`src/rtl/dma_xfer_seq.sv`:
```
module dma_xfer_seq #(
  parameter int W = 16
) (
  input  logic         clk,
  input  logic         rst,
  input  logic         hold_ack,
  input  logic [1:0]   xfer_type,
  input  logic         ready,
  input  logic         ld_src,
  input  logic         ld_dst,
  input  logic         ld_cnt,
  input  logic [W-1:0] ld_val,
  input  logic [7:0]   db_in,
  output logic [7:0]   db_out,
  output logic         db_oe,
  output logic [7:0]   addr_lo,
  output logic         adstb,
  output logic         memr_n,
  output logic         memw_n,
  output logic         ior_n,
  output logic         iow_n,
  output logic         io_oe,
  output logic         done
);
  localparam logic [1:0] XT_VER = 2'b00, XT_WR = 2'b01, XT_RD = 2'b10, XT_MM = 2'b11;

  typedef enum logic [2:0] {S_IDLE, S_ADDR, S_CMD, S_WAIT, S_DONE} st_t;
  st_t st;

  logic [W-1:0] src_q, dst_q, cnt_q;
  logic [1:0]   mode;
  logic         pass;
  logic [7:0]   tmp;

  wire          mm     = (mode == XT_MM);
  wire          strobe = (st == S_CMD || st == S_WAIT) && mode != XT_VER;
  wire [W-1:0]  cur    = (mm && pass) ? dst_q : src_q;
  wire          last   = mm ? pass : 1'b1;

  assign memr_n  = !(strobe && (mode == XT_RD || (mm && !pass)));
  assign memw_n  = !(strobe && (mode == XT_WR || (mm && pass)));
  assign ior_n   = !(strobe && mode == XT_WR);
  assign iow_n   = !(strobe && mode == XT_RD);
  assign io_oe   = (st != S_IDLE);
  assign adstb   = (st == S_ADDR);
  assign db_oe   = adstb || (strobe && mm && pass);
  assign db_out  = adstb ? cur[W-1:8] : tmp;
  assign addr_lo = cur[7:0];
  assign done    = (st == S_DONE) && last && (cnt_q == '0);

  always_ff @(posedge clk) begin
    if (rst) begin
      st    <= S_IDLE;
      src_q <= '0;
      dst_q <= '0;
      cnt_q <= '0;
      mode  <= XT_VER;
      pass  <= 1'b0;
      tmp   <= '0;
    end else begin
      case (st)
        S_IDLE: begin
          if (ld_src) src_q <= ld_val;
          if (ld_dst) dst_q <= ld_val;
          if (ld_cnt) cnt_q <= ld_val;
          if (hold_ack) begin
            st   <= S_ADDR;
            mode <= xfer_type;
            pass <= 1'b0;
          end
        end
        S_ADDR: st <= S_CMD;
        S_CMD, S_WAIT: begin
          if (mode == XT_VER) st <= S_DONE;
          else if (!ready)    st <= S_WAIT;
          else begin
            if (mm && !pass) tmp <= db_in;
            st <= S_DONE;
          end
        end
        S_DONE: begin
          if (mm && pass) dst_q <= dst_q + 1'b1;
          else            src_q <= src_q + 1'b1;
          if (last) begin
            cnt_q <= cnt_q - 1'b1;
            st    <= S_IDLE;
            pass  <= 1'b0;
          end else begin
            pass <= 1'b1;
            st   <= S_ADDR;
          end
        end
        default: st <= S_IDLE;
      endcase
    end
  end


  idle_exit_chk: assert property (@(posedge clk) disable iff (rst)
    (st == S_IDLE && hold_ack) |=> (adstb && db_oe));

  pair_rd_chk: assert property (@(posedge clk) disable iff (rst)
    (!iow_n) |-> (!memr_n && memw_n && ior_n));

  pair_wr_chk: assert property (@(posedge clk) disable iff (rst)
    (!ior_n) |-> (!memw_n && memr_n && iow_n));

  wait_hold_chk: assert property (@(posedge clk) disable iff (rst)
    (strobe && !ready) |=> ($stable(memr_n) && $stable(memw_n) && $stable(ior_n) && $stable(iow_n)));

  verify_quiet_chk: assert property (@(posedge clk) disable iff (rst)
    (st == S_CMD && mode == XT_VER) |-> (memr_n && memw_n && ior_n && iow_n) ##1 (st == S_DONE));

  io_oe_chk: assert property (@(posedge clk) disable iff (rst)
    (!ior_n || !iow_n) |-> io_oe);

  done_pulse_chk: assert property (@(posedge clk) disable iff (rst)
    done |=> !done);

  return_idle_chk: assert property (@(posedge clk) disable iff (rst)
    (st == S_DONE && last) |=> !io_oe);
endmodule

```
`config.mk`:
```
export PLATFORM = sky130hd
export DESIGN_NAME = dma_xfer_seq
export DESIGN_NICKNAME = d
export VERILOG_FILES = /design/src/rtl/dma_xfer_seq.sv
export SDC_FILE = /design/constraint.sdc
export NUM_CORES = 1
export LEC_CHECK = 0
export BUFFER_PORTS_ARGS = -buffer_cell sky130_fd_sc_hd__buf_4
export CAP_MARGIN = 20
export CORE_MARGIN = 2
export CORE_UTILIZATION = 58
export CTS_CLUSTER_DIAMETER = 50
export CTS_CLUSTER_SIZE = 25
export DETAILED_ROUTE_END_ITERATION = 8
export PLACE_DENSITY_LB_ADDON = 0.25
export SYNTH_ARGS = -nofsm -noshare
export SYNTH_HDL_FRONTEND = slang
export SYNTH_SLANG_ARGS = --single-unit
```
`constraint.sdc`:
```
create_clock -name clk -period 2.25 [get_ports clk]
set_input_delay 0.1125 -clock clk [delete_from_list [all_inputs] [get_ports clk]]
set_output_delay 0.1125 -clock clk [all_outputs]
set_load 0.1 [all_outputs]
```
== Word-level counts from Yosys, hierarchy flattened ==
Cells that the tools add are included.
Operators by class
  $add $sub $neg: 3
  eq/ne operators: 14
  muxes and demuxes: 20
  bitwise logic cells: 1
  reductions and logical operators: 33
Operators by type and width (count)
  two-way mux 16 bit: 7
  case mux 16 bit (2 select lines): 3
  adder 16 x 1 -> 16 bit (second input constant): 2
  zero test 16 bit: 1
  subtractor 16 x 1 -> 16 bit (second input constant): 1
  inequality test 2 bit (second input constant): 7
  case mux 3 bit (4 select lines): 1
  logical AND 1 bit: 11
  two-way mux 3 bit: 3
  AND reduction 3 bit: 3
  two-way mux 8 bit: 1
  equality test 3 x 2 -> 1 bit (second input constant): 2
  zero test 1 bit: 5
  equality test 2 bit (second input constant): 2
  logical OR 1 bit: 4
  two-way mux 1 bit: 4
  AND reduction 2 bit: 2
  AND reduction 4 bit: 1
  nonzero test 2 bit: 2
  equality test 3 x 1 -> 1 bit (second input constant): 1
  equality test 3 bit (second input constant): 1
  zero test 3 bit: 1
  nonzero test 3 bit: 1
  equality test 2 x 1 -> 1 bit (second input constant): 1
  4 further kinds: 4
Word-level totals
  flip-flop bits (word level): 62
  output and inout port bits: 24
  word-level logic and storage cells: 78

== Depth between registers and ports, before layout ==
Gate-level depths: netlist of the first run.
  depth in word-level cells: 6
  mapped depth: 8
  gate-level depth less buffers: 6

== Worst setup path before layout of the first run ==
Ideal clock, no wire load.
  kind: register to output
  start point: reg st[2]
  end point: out db_out[0]
  arrival time: 3.249 ns
  slack: -1.112 ns
  cell stages (with the launch flop): 6
  path buffers: 3
  path through: dfxtp_1 > buf_2 > clkbuf_1 > nor2_1 > clkbuf_1 > a31oi_1
On the way
  longest elaborated chain between the ends: 2
RTL lines
  start: declaration: line 28  | st_t st;
  start signal: assignment: line 53  | st <= S_IDLE;
  start signal: assignment: line 67  | st <= S_ADDR;
  start signal: assignment: line 72  | S_ADDR: st <= S_CMD;
  equality test 3 x 1 -> 1 bit: line 45  | assign adstb = (st == S_ADDR);
  via adstb: line 17  | output logic adstb,
  two-way mux 8 bit: line 47  | assign db_out = adstb ? cur[W-1:8] : tmp;
  end: declaration: line 14  | output logic [7:0] db_out,
The timed path passes the listed nets, and every way through them passes these cells.

== Worst setup path after layout of the first run ==
  start point: reg mode[0]
  end point: out addr_lo[4]
On the way
  longest elaborated chain between the ends: 3
RTL lines
  start: declaration: line 31  | logic [1:0] mode;
  start signal: assignment: line 68  | mode <= xfer_type;
  equality test 2 bit: line 35  | wire mm = (mode == XT_MM);
  logical AND 1 bit: line 37  | wire [W-1:0] cur = (mm && pass) ? dst_q : src_q;
  two-way mux 16 bit: line 37
  end: declaration: line 16  | output logic [7:0] addr_lo,
Every way passes these cells.

==> impl_metrics.json, run 1 <==
{
  "synth-simple-area-share_pct": 33.4,
  "grt_max_degree": 58,
  "core_area_sq_mm": 0.00672,
  "synth_cell_type_count": 69,
  "crit_fanout": 14,
  "setup_viol": 0,
  "io_buffer_count": 56,
  "dpl_worst_slack_ns": 0.275,
  "final_nets": 633,
  "cp.required_ns": 2.14,
  "period_needed_ns": 2.13,
  "power_leakage_nw": 1.81,
  "fillCellCount": 554,
  "insertedDiodeCount": 0,
  "worst_pin_slew_ns": 0.860,
  "fin_setup_tns_ns": 0,
  "crit_path_end_kind": "output port",
  "vias_per_cell": 6.74,
  "clkSlewWorstSetupHoldPaths_ns": 0.07,
  "worstHoldPathType": "primary input to flip-flop",
  "grt_pass1_wl_um": 20700,
  "via_count": 4597,
  "synth_mux_area_share_pct": 2.54,
  "final_antenna_net_count": 0,
  "drtIter0Drc": 686,
  "antenna_found_initial": 0,
  "p_per_area_mw_per_mm2": 673,
  "post-route-util_pct": 71.8,
  "rows": 30,
  "synth_top_family_by_area": "simple AND/OR/NAND/NOR gates",
  "placed_cell_area_sq_mm": 0.00456,
  "fin_area_sq_mm": 0.00482,
  "area_growth_pct": 20.9,
  "synth_nets": 583,
  "critPathKind": "flip-flop to output port",
  "status": "finished clean",
  "rsz0062_at_grt": "false",
  "pin_count": 57,
  "cts-root-buf": "clkbuf_8",
  "synthXorXnorAreaFrac_pct": 0.220,
  "cts.path.max_buffers": 2,
  "cp-start-kind": "flip-flop",
  "finClkSkew_ns": 0.0104,
  "arrival_ns": 2.01,
  "clk_latency_ns": 0.35,
  "syn-instance-count": 547,
  "drc_errors": 0,
  "routed_wl_um": 12700,
  "numCtsBuffers": 9,
  "dr.pass1.iters": 6,
  "p_total_mw": 3.25,
  "h-tree-depth": 3,
  "final_layout_size_suffix_gt1_share_pct": 19.6,
  "cts_sinks": 62,
  "finalHoldViolations": 0,
  "die-area_sq_mm": 0.00756,
  "slew_violations": 0,
  "postSynth.asyncResetShare_pct": 0,
  "slew_headroom_pct": 42.7,
  "dp_hpwl_um": 8790,
  "placedCellCount": 663,
  "holdWs_ns": 0.00292,
  "fin_ws_ns": 0.124,
  "ys_ff_latch": 62,
  "maxCapViolations": 0,
  "post-cts-setup-buffer-count": 0,
  "fmaxAchievable_mhz": 470,
  "die_height_um": 86.9,
  "syn_area_sq_mm": 0.00399,
  "cts_tree": "done",
  "syn_area_per_cell_sq_um": 7.29,
  "place_congestion": 0.930,
  "synth_edf_count": 0,
  "ir_drop_mv": 0.507,
  "wire_per_inst_um": 18.7,
  "synth_compound_area_share_pct": 26.2,
  "grt_pass1_vias": 4200,
  "ys_seq_area_share_pct": 31.1,
  "synth_flop_cell": "dfxtp_1",
  "track_usage_pct": 34.8,
  "synthAdderAreaFrac_pct": 0.941,
  "yosysWarnings": 0,
  "fin_cells": 682,
  "period_share_pct": 94.5,
  "initial_utilization_pct": 59.4,
  "overflow": 0,
  "die_w_um": 86.9
}
where the power goes:
group          switching (mW)  leakage [nW]  internal (mW)
combinational           0.573          1.19          0.288
clock                   0.467         0.115          0.629
sequential              0.115         0.508           1.17
cell usage after synthesis (7+ instances only):
| cell | count | area share, % |
|---|---|---|
| a21oi_1 | 46 | 5.8 |
| a31oi_1 | 17 | 2.7 |
| and2_1 | 11 | 1.7 |
| and3_1 | 11 | 1.7 |
| buf_2 | 13 | 1.6 |
| clkbuf_1 | 23 | 2.2 |
| dfxtp_1 | 62 | 31 |
| inv_1 | 13 | 1.2 |
| mux2i_1 | 9 | 2.3 |
| nand2_1 | 67 | 6.3 |
| nand3_1 | 23 | 2.9 |
| nand4_1 | 9 | 1.4 |
| nor2_1 | 49 | 4.6 |
| nor2b_1 | 7 | 1.1 |
| nor3_1 | 16 | 2.0 |
| nor4_1 | 16 | 2.5 |
| o21ai_0 | 43 | 5.4 |
| o32ai_1 | 7 | 1.5 |
layout by cell type (no fill, tap or decap), types with 10 or more instances in the layout:
master    count
nor4_1       16
nand2_1      67
and3_1       10
and2_1       11
o21ai_0      43
buf_4        73
a21oi_1      46
nand3_1      23
nor2_1       48
dfxtp_1      62
clkbuf_8     13
inv_1        13
nor3_1       16
registers in the layout, indices dropped and copies added (netlist names):
name	flops
cnt_q	16
dst_q	16
mode	2
pass	1
src_q	16
st	3
tmp	8
repair_timing:
item | CTS | global route
gates resized for setup | 1 | 3
gates cloned | 0 | 0
hold buffers | 3 | 0
hold endpoints to repair | 3 | 0
endpoints found under the setup margin | 4 | 1
cell type report:
cell class / count / area, sq um / share of cell area [%]
inverter: 13 / 48.8 / 1.01
multi-input combinational: 433 / 2600 / 54.0
sequential: 62 / 1240 / 25.7
clock buffer: 13 / 179 / 3.71
tap: 80 / 100 / 2.08
timing repair buffer: 78 / 609 / 12.6
clock inverter: 3 / 40.0 / 0.830
logic make-up after synthesis:
group / Yosys count
simple gates: 253
compound gates: 166
flops: 62
buf+inv: 52
mux: 10
fa+ha+maj: 3
xor+xnor: 1
per-layer routing:
layer | vias up | track usage (%) | routed length [um]
li1 | 2140 | - | -
met1 | 2128 | 45.8 | 5250
met2 | 286 | 55.2 | 5860
met3 | 43 | 8.06 | 1270
met4 | 0 | 13.5 | 349
met5 | - | 0 | 0
worst paths after layout:
check	startpoint	to	slack [ns]	depth (start not counted)
max	mode[0]	addr_lo[4]	0.12	5
min reg2reg	tmp[5]	tmp[5]	0.51	2
min	db_in[6]	tmp[6]	0.003	3
max reg2reg	st[1]	dst_q[9]	0.19	4
critical path, cell delays in order, from the launching register on:
cell     delay (ns)
dfxtp_1        0.50
and3_2         0.45
buf_4          0.25
nand2_1        0.07
nand2_1        0.09
buf_4          0.29
Power figures use the tool's default switching activity.
==> inputs of run 2 (changes only) <==
- CORE_UTILIZATION: 58 -> 56
- CTS_BUF_LIST: unset -> sky130_fd_sc_hd__clkbuf_4
==> run 2 against run 1 <==
Fmax is 1.3% lower; first-iteration DRC count is 21% lower; combinational power is 0.9% higher; cell area is 0.73% higher; final cell count is 3.4% higher; critical path type unchanged; critical endpoint is now done; largest cell class unchanged; highest routed layer unchanged.
==> impl_metrics.json, run 2 (synthesized netlist as in run 1, its figures left out) <==
{
  "p_comb_share_pct": 29.8,
  "initial_utilization_pct": 58.4,
  "finalHoldViolations": 0,
  "overflow": 0,
  "area_growth_pct": 21.7,
  "vias_per_cell": 6.45,
  "dpl_worst_slack_ns": 0.210,
  "crit_fanout": 7,
  "cts_tree": "done",
  "rsz0062_at_grt": "true",
  "via_count": 4546,
  "clk_latency_ns": 0.41,
  "place_congestion": 1.04,
  "r2r-start": "st[1]",
  "setup_viol": 0,
  "drtIter0Drc": 544,
  "dr.pass1.iters": 5,
  "period_needed_ns": 2.15,
  "grt_max_degree": 58,
  "whs_path_depth": 3,
  "hold_path_startpoint": "ld_val[15]",
  "wire_per_inst_um": 18.0,
  "power_leakage_nw": 1.80,
  "clkSlewWorstSetupHoldPaths_ns": 0.10,
  "placed_cell_area_sq_mm": 0.00459,
  "worstRegToRegCells": 4,
  "die_height_um": 88.4,
  "fin_ws_ns": 0.0956,
  "finClkSkew_ns": 0.0151,
  "period_share_pct": 95.8,
  "drc_errors": 0,
  "grt_pass1_vias": 3974,
  "layout_commonest_cell": "buf_4",
  "critPathKind": "flip-flop to output port",
  "antenna_found_initial": 0,
  "cts_sinks": 62,
  "cp.required_ns": 2.14,
  "cts-root-buf": "clkbuf_4",
  "slew_violations": 0,
  "swShare_pct": 38.1,
  "worst_pin_slew_ns": 0.800,
  "fin_setup_tns_ns": 0,
  "switching_power_mw": 1.11,
  "die_w_um": 88.4,
  "top_regs": "cnt_q: 16 flops, dst_q: 16 flops, src_q: 16 flops",
  "grt_pass1_wl_um": 20100,
  "dp_hpwl_um": 8700,
  "die-area_sq_mm": 0.00782,
  "final_antenna_net_count": 0,
  "final_nets": 641,
  "core_area_sq_mm": 0.00683,
  "cts.path.max_buffers": 2,
  "p_per_area_mw_per_mm2": 601,
  "p_total_mw": 2.92,
  "h-tree-depth": 3,
  "insertedDiodeCount": 0,
  "maxCapViolations": 0,
  "p_int_mw": 1.81,
  "rows": 30,
  "worstHoldPathType": "primary input to flip-flop",
  "ir_drop_mv": 0.422,
  "track_usage_pct": 32.7,
  "routed_wl_um": 12700,
  "p_clk_share_pct": 26.1,
  "io_buffer_count": 56,
  "r2r_end": "cnt_q[14]",
  "r2r_slack_ns": 0.16,
  "fmaxAchievable_mhz": 464,
  "arrival_ns": 2.04,
  "most-common-layout-cells": "buf_4, nand2_1, dfxtp_1, nor2_1, a21oi_1",
  "cp-start-kind": "flip-flop",
  "pin_count": 57,
  "fin_area_sq_mm": 0.00486,
  "numCtsBuffers": 9,
  "final_layout_size_suffix_gt1_share_pct": 18.9,
  "holdWs_ns": 0.00671,
  "slew_headroom_pct": 46.7,
  "min_delay_worst_endpoint": "src_q[15]",
  "sequentialPowerShare_pct": 44.1,
  "crit_path_end_kind": "output port",
  "status": "finished clean"
}
## run 2: cell types whose count changed in the layout (fill, tap and decap cells not counted), sizes merged
cell,delta
clkbuf,-3
clkinvlp,+1
dlygate4sd3,+9
clkinv,+1
buf,-1
## run 2: critical path: stages, from the launching register on
cell and delay [ns]:
dfxtp_1 0.38, inv_1 0.08, ha_2 0.24, nor2b_2 0.21, and3_1 0.22, nand4_1 0.14
nor2_2 0.17, buf_12 0.19
## run 2: worst max-delay path by stage
stage                   from   endpoint  slack, ns  depth (start not counted)
finish              cnt_q[0]       done        0.1                          7
global route        cnt_q[0]       done      -0.02                          7
CTS                 cnt_q[0]       done       0.02                          7
detailed placement     st[1]  cnt_q[14]       0.21                          4
global placement       st[1]  cnt_q[14]       0.26                          4
floorplan              st[2]  db_out[0]      -0.09                          5
## run 2: area by class of cell
class / instances / area [sq um]
clock inverter: 5 / 51.3
clock buffer: 10 / 75.1
fill: 590 / 1970
sequential: 62 / 1240
multi-input combinational: 433 / 2610
inverter: 13 / 48.8
tap: 96 / 120
timing repair buffer: 86 / 713
## run 2: repair_timing
item | CTS | global route
hold buffers | 12 | 0
setup endpoints to repair | 15 | 8
gates resized for setup | 3 | 4
pin swaps | 0 | 0
setup buffers | 0 | 0
endpoints found under the hold margin | 10 | 0
## run 2: power groups by stage
| stage | Combinational, mW | Clock [mW] | Sequential [mW] |
|---|---|---|---|
| floorplan | 0.637 | 0 | 1.26 |
| global placement | 0.822 | 0 | 1.30 |
| detailed placement | 0.835 | 0 | 1.31 |
| CTS | 0.856 | 0.767 | 1.28 |
| global route | 0.933 | 0.806 | 1.30 |
| finish | 0.870 | 0.762 | 1.29 |
## run 2: stage by stage
| stage | utilization, % | cells |
|---|---|---|
| after global placement | 67.2 | 678 |
| after CTS | 70.9 | 705 |
| after floorplan | - | 547 |
| final | 71.1 | 705 |
| after global routing | 71.1 | 705 |
| after detailed placement | 67.2 | 678 |
## run 2: per-layer routing
metal | vias to the layer above | global-route usage [%] | wire, um
li1 | 2158 | - | -
met4 | 0 | 12.0 | 320
met2 | 261 | 52.6 | 5890
met5 | - | 0 | 0
met3 | 35 | 5.60 | 1180
met1 | 2092 | 44.4 | 5310
==> inputs of run 3 (changes only) <==
- ABC_AREA: unset -> 1
- CORE_UTILIZATION: 56 -> 60
==> run 3 against run 2 <==
Flip-flop and latch count is the same; sequential share of layout area is 0.20 points higher; largest power group unchanged; critical endpoint is now addr_lo[3]; via count rose by 5.8%; routed wire length is 3.2% lower; largest cell class unchanged; register-to-register slack improved by 0.23 ns; first-iteration DRC count up 5.3%.
==> impl_metrics.json, run 3 <==
{
  "status": "finished clean",
  "worstHoldPathType": "primary input to flip-flop",
  "synthAdderAreaFrac_pct": 0.940,
  "yosysTopAreaCellShare_pct": 31.1,
  "pin_count": 57,
  "die_w_um": 85.6,
  "grt_max_degree": 58,
  "dpl_worst_slack_ns": 0.353,
  "switching_power_mw": 1.61,
  "layout_commonest_cell": "nand2_1",
  "worst_pin_slew_ns": 0.532,
  "synth_area_leader_cell": "dfxtp_1",
  "clk_latency_ns": 0.41,
  "final_layout_size_suffix_gt1_share_pct": 15.8,
  "p_comb_share_pct": 40.1,
  "drc_errors": 0,
  "cp-endpoint": "addr_lo[3]",
  "antenna_found_initial": 0,
  "wire_per_inst_um": 15.1,
  "place_congestion": 0.909,
  "numCtsBuffers": 9,
  "r2r-start": "st[2]",
  "synth_commonest_cells": "nand2_1, nor2_1, o21ai_0",
  "sequentialPowerShare_pct": 41.7,
  "period_needed_ns": 2.11,
  "grt_pass1_wl_um": 20200,
  "synth_flop_cell": "dfxtp_1",
  "overflow": 0,
  "r2r_end": "dst_q[4]",
  "synth-simple-area-share_pct": 35.9,
  "setup_viol": 0,
  "synth_nets": 706,
  "final_antenna_net_count": 0,
  "syn-instance-count": 670,
  "fin_ws_ns": 0.137,
  "slew_headroom_pct": 64.6,
  "io_buffer_count": 56,
  "fin_setup_tns_ns": 0,
  "period_share_pct": 93.9,
  "final_nets": 772,
  "r2r_slack_ns": 0.39,
  "synth_mux_area_share_pct": 0,
  "synth_top_family_by_area": "simple AND/OR/NAND/NOR gates",
  "synthTopCellsByArea": "dfxtp_1, nand2_1, o21ai_0",
  "drtIter0Drc": 573,
  "finalHoldViolations": 0,
  "cts-root-buf": "clkbuf_4",
  "crit_path_end_kind": "output port",
  "core_area_sq_mm": 0.00639,
  "arrival_ns": 2.00,
  "dp_hpwl_um": 8700,
  "grt_pass1_vias": 4391,
  "postSynth.asyncResetShare_pct": 0,
  "finClkSkew_ns": 0.0102,
  "track_usage_pct": 34.2,
  "cts_tree": "done",
  "top_regs": "cnt_q: 16 flops, dst_q: 16 flops, src_q: 16 flops",
  "most-common-layout-cells": "nand2_1, nor2_1, o21ai_0, inv_1",
  "fmaxAchievable_mhz": 473,
  "critPathKind": "flip-flop to output port",
  "worstRegToRegCells": 8,
  "p_per_area_mw_per_mm2": 723,
  "maxCapViolations": 0,
  "die-area_sq_mm": 0.00732,
  "rsz0062_at_grt": "false",
  "via_count": 4810,
  "swShare_pct": 46.0,
  "synth_most_common_cell": "nand2_1",
  "cp-start-kind": "flip-flop",
  "synthXorXnorAreaFrac_pct": 0.439,
  "cts.path.max_buffers": 2,
  "synth_cell_type_count": 30,
  "synth_compound_area_share_pct": 21.4,
  "h-tree-depth": 3,
  "crit_fanout": 18,
  "initial_utilization_pct": 62.5,
  "power_leakage_nw": 2.08,
  "syn_area_sq_mm": 0.00399,
  "p_int_mw": 1.89,
  "routed_wl_um": 12300,
  "ys_seq_area_share_pct": 31.1,
  "area_growth_pct": 21.0,
  "post-route-util_pct": 75.6,
  "p_clk_share_pct": 18.2,
  "fillCellCount": 531,
  "slew_violations": 0,
  "p_total_mw": 3.49,
  "insertedDiodeCount": 0,
  "cp.required_ns": 2.14,
  "holdWs_ns": 0.0150,
  "clkSlewWorstSetupHoldPaths_ns": 0.10,
  "cts_sinks": 62,
  "ys_ff_latch": 62,
  "crit_start": "pass",
  "ir_drop_mv": 0.477,
  "die_height_um": 85.6,
  "synth_edf_count": 0,
  "yosysWarnings": 0,
  "rows": 29,
  "dr.pass1.iters": 5,
  "syn_area_per_cell_sq_um": 5.96,
  "vias_per_cell": 5.89
}
==> run 3: changes by cell type after synthesis, sizes merged, moves of 8 or more <==
cell / delta
and3: -11
nand3: +25
nor2: +76
nand2: +89
and2: -11
clkbuf: -13
nor4: -16
o21ai: +55
mux2i: -9
nor3: -15
a31oi: -8
inv: +58
==> run 3: worst min path at each step <==
stage	startpoint	endpoint	cells after the start
after floorplan	rst	st[1]	1
after global placement	rst	st[1]	2
after detailed placement	rst	cnt_q[4]	2
after CTS	ld_val[6]	src_q[6]	3
after global routing	ld_val[6]	src_q[6]	3
final	ld_val[6]	src_q[6]	3
==> run 3: power groups by stage <==
stage | combinational, mW | clock, mW | sequential, mW
6_report | 1.40 | 0.637 | 1.46
5_1_grt | 1.53 | 0.684 | 1.48
4_1_cts | 1.37 | 0.638 | 1.45
3_5_place_dp | 1.34 | 0 | 1.47
3_3_place_gp | 1.31 | 0 | 1.46
2_1_floorplan | 1.08 | 0 | 1.41
==> run 3: final cells by class <==
type | count | area (sq um) | share of cell area, %
multi-input combinational | 513 | 2480 | 51.3
timing repair inverter | 1 | 7.51 | 0.155
tap | 77 | 96.3 | 2.00
inverter | 72 | 275 | 5.70
clock inverter | 3 | 13.8 | 0.285
sequential | 62 | 1240 | 25.8
clock buffer | 11 | 82.6 | 1.71
timing repair buffer | 77 | 632 | 13.1
==> run 3: worst max-delay path, stage by stage (launching register included) <==
cell	delay, ns
dfxtp_1	0.43
nand3_2	0.25
buf_4	0.29
o21ai_0	0.26
buf_4	0.35
==> run 3: kinds of logic after synthesis <==
kind of cell	count (synthesis)
AOI/OAI and AO/OA	165
and+or+nand+nor	343
buffers and inverters	95
DFF	62
xor gates and xnor gates	2
adders and majority gates	3
==> run 3: metrics by stage <==
step | std cells | cell area [sq um]
floorplan | 670 | 4120
global placement | 785 | 4550
detailed placement | 785 | 4550
CTS | 814 | 4800
global route | 816 | 4830
finish | 816 | 4830
==> run 3: per-layer routing <==
| metal | global-route usage [%] | vias up | share of wire (%) |
|---|---|---|---|
| met5 | 0 | - | 0 |
| met4 | 17.9 | 0 | 3.5 |
| met3 | 4.72 | 42 | 10 |
| met2 | 53.8 | 267 | 45 |
| met1 | 45.8 | 2182 | 41 |
| li1 | - | 2319 | - |
==> run 3: repair_timing <==
action | in CTS | in global routing
endpoints found under the hold margin | 18 | 0
setup endpoints to repair | 4 | 7
pin swaps | 0 | 1
gates cloned | 0 | 1
hold buffers | 15 | 0
setup buffers | 0 | 1
gates resized for setup | 2 | 5
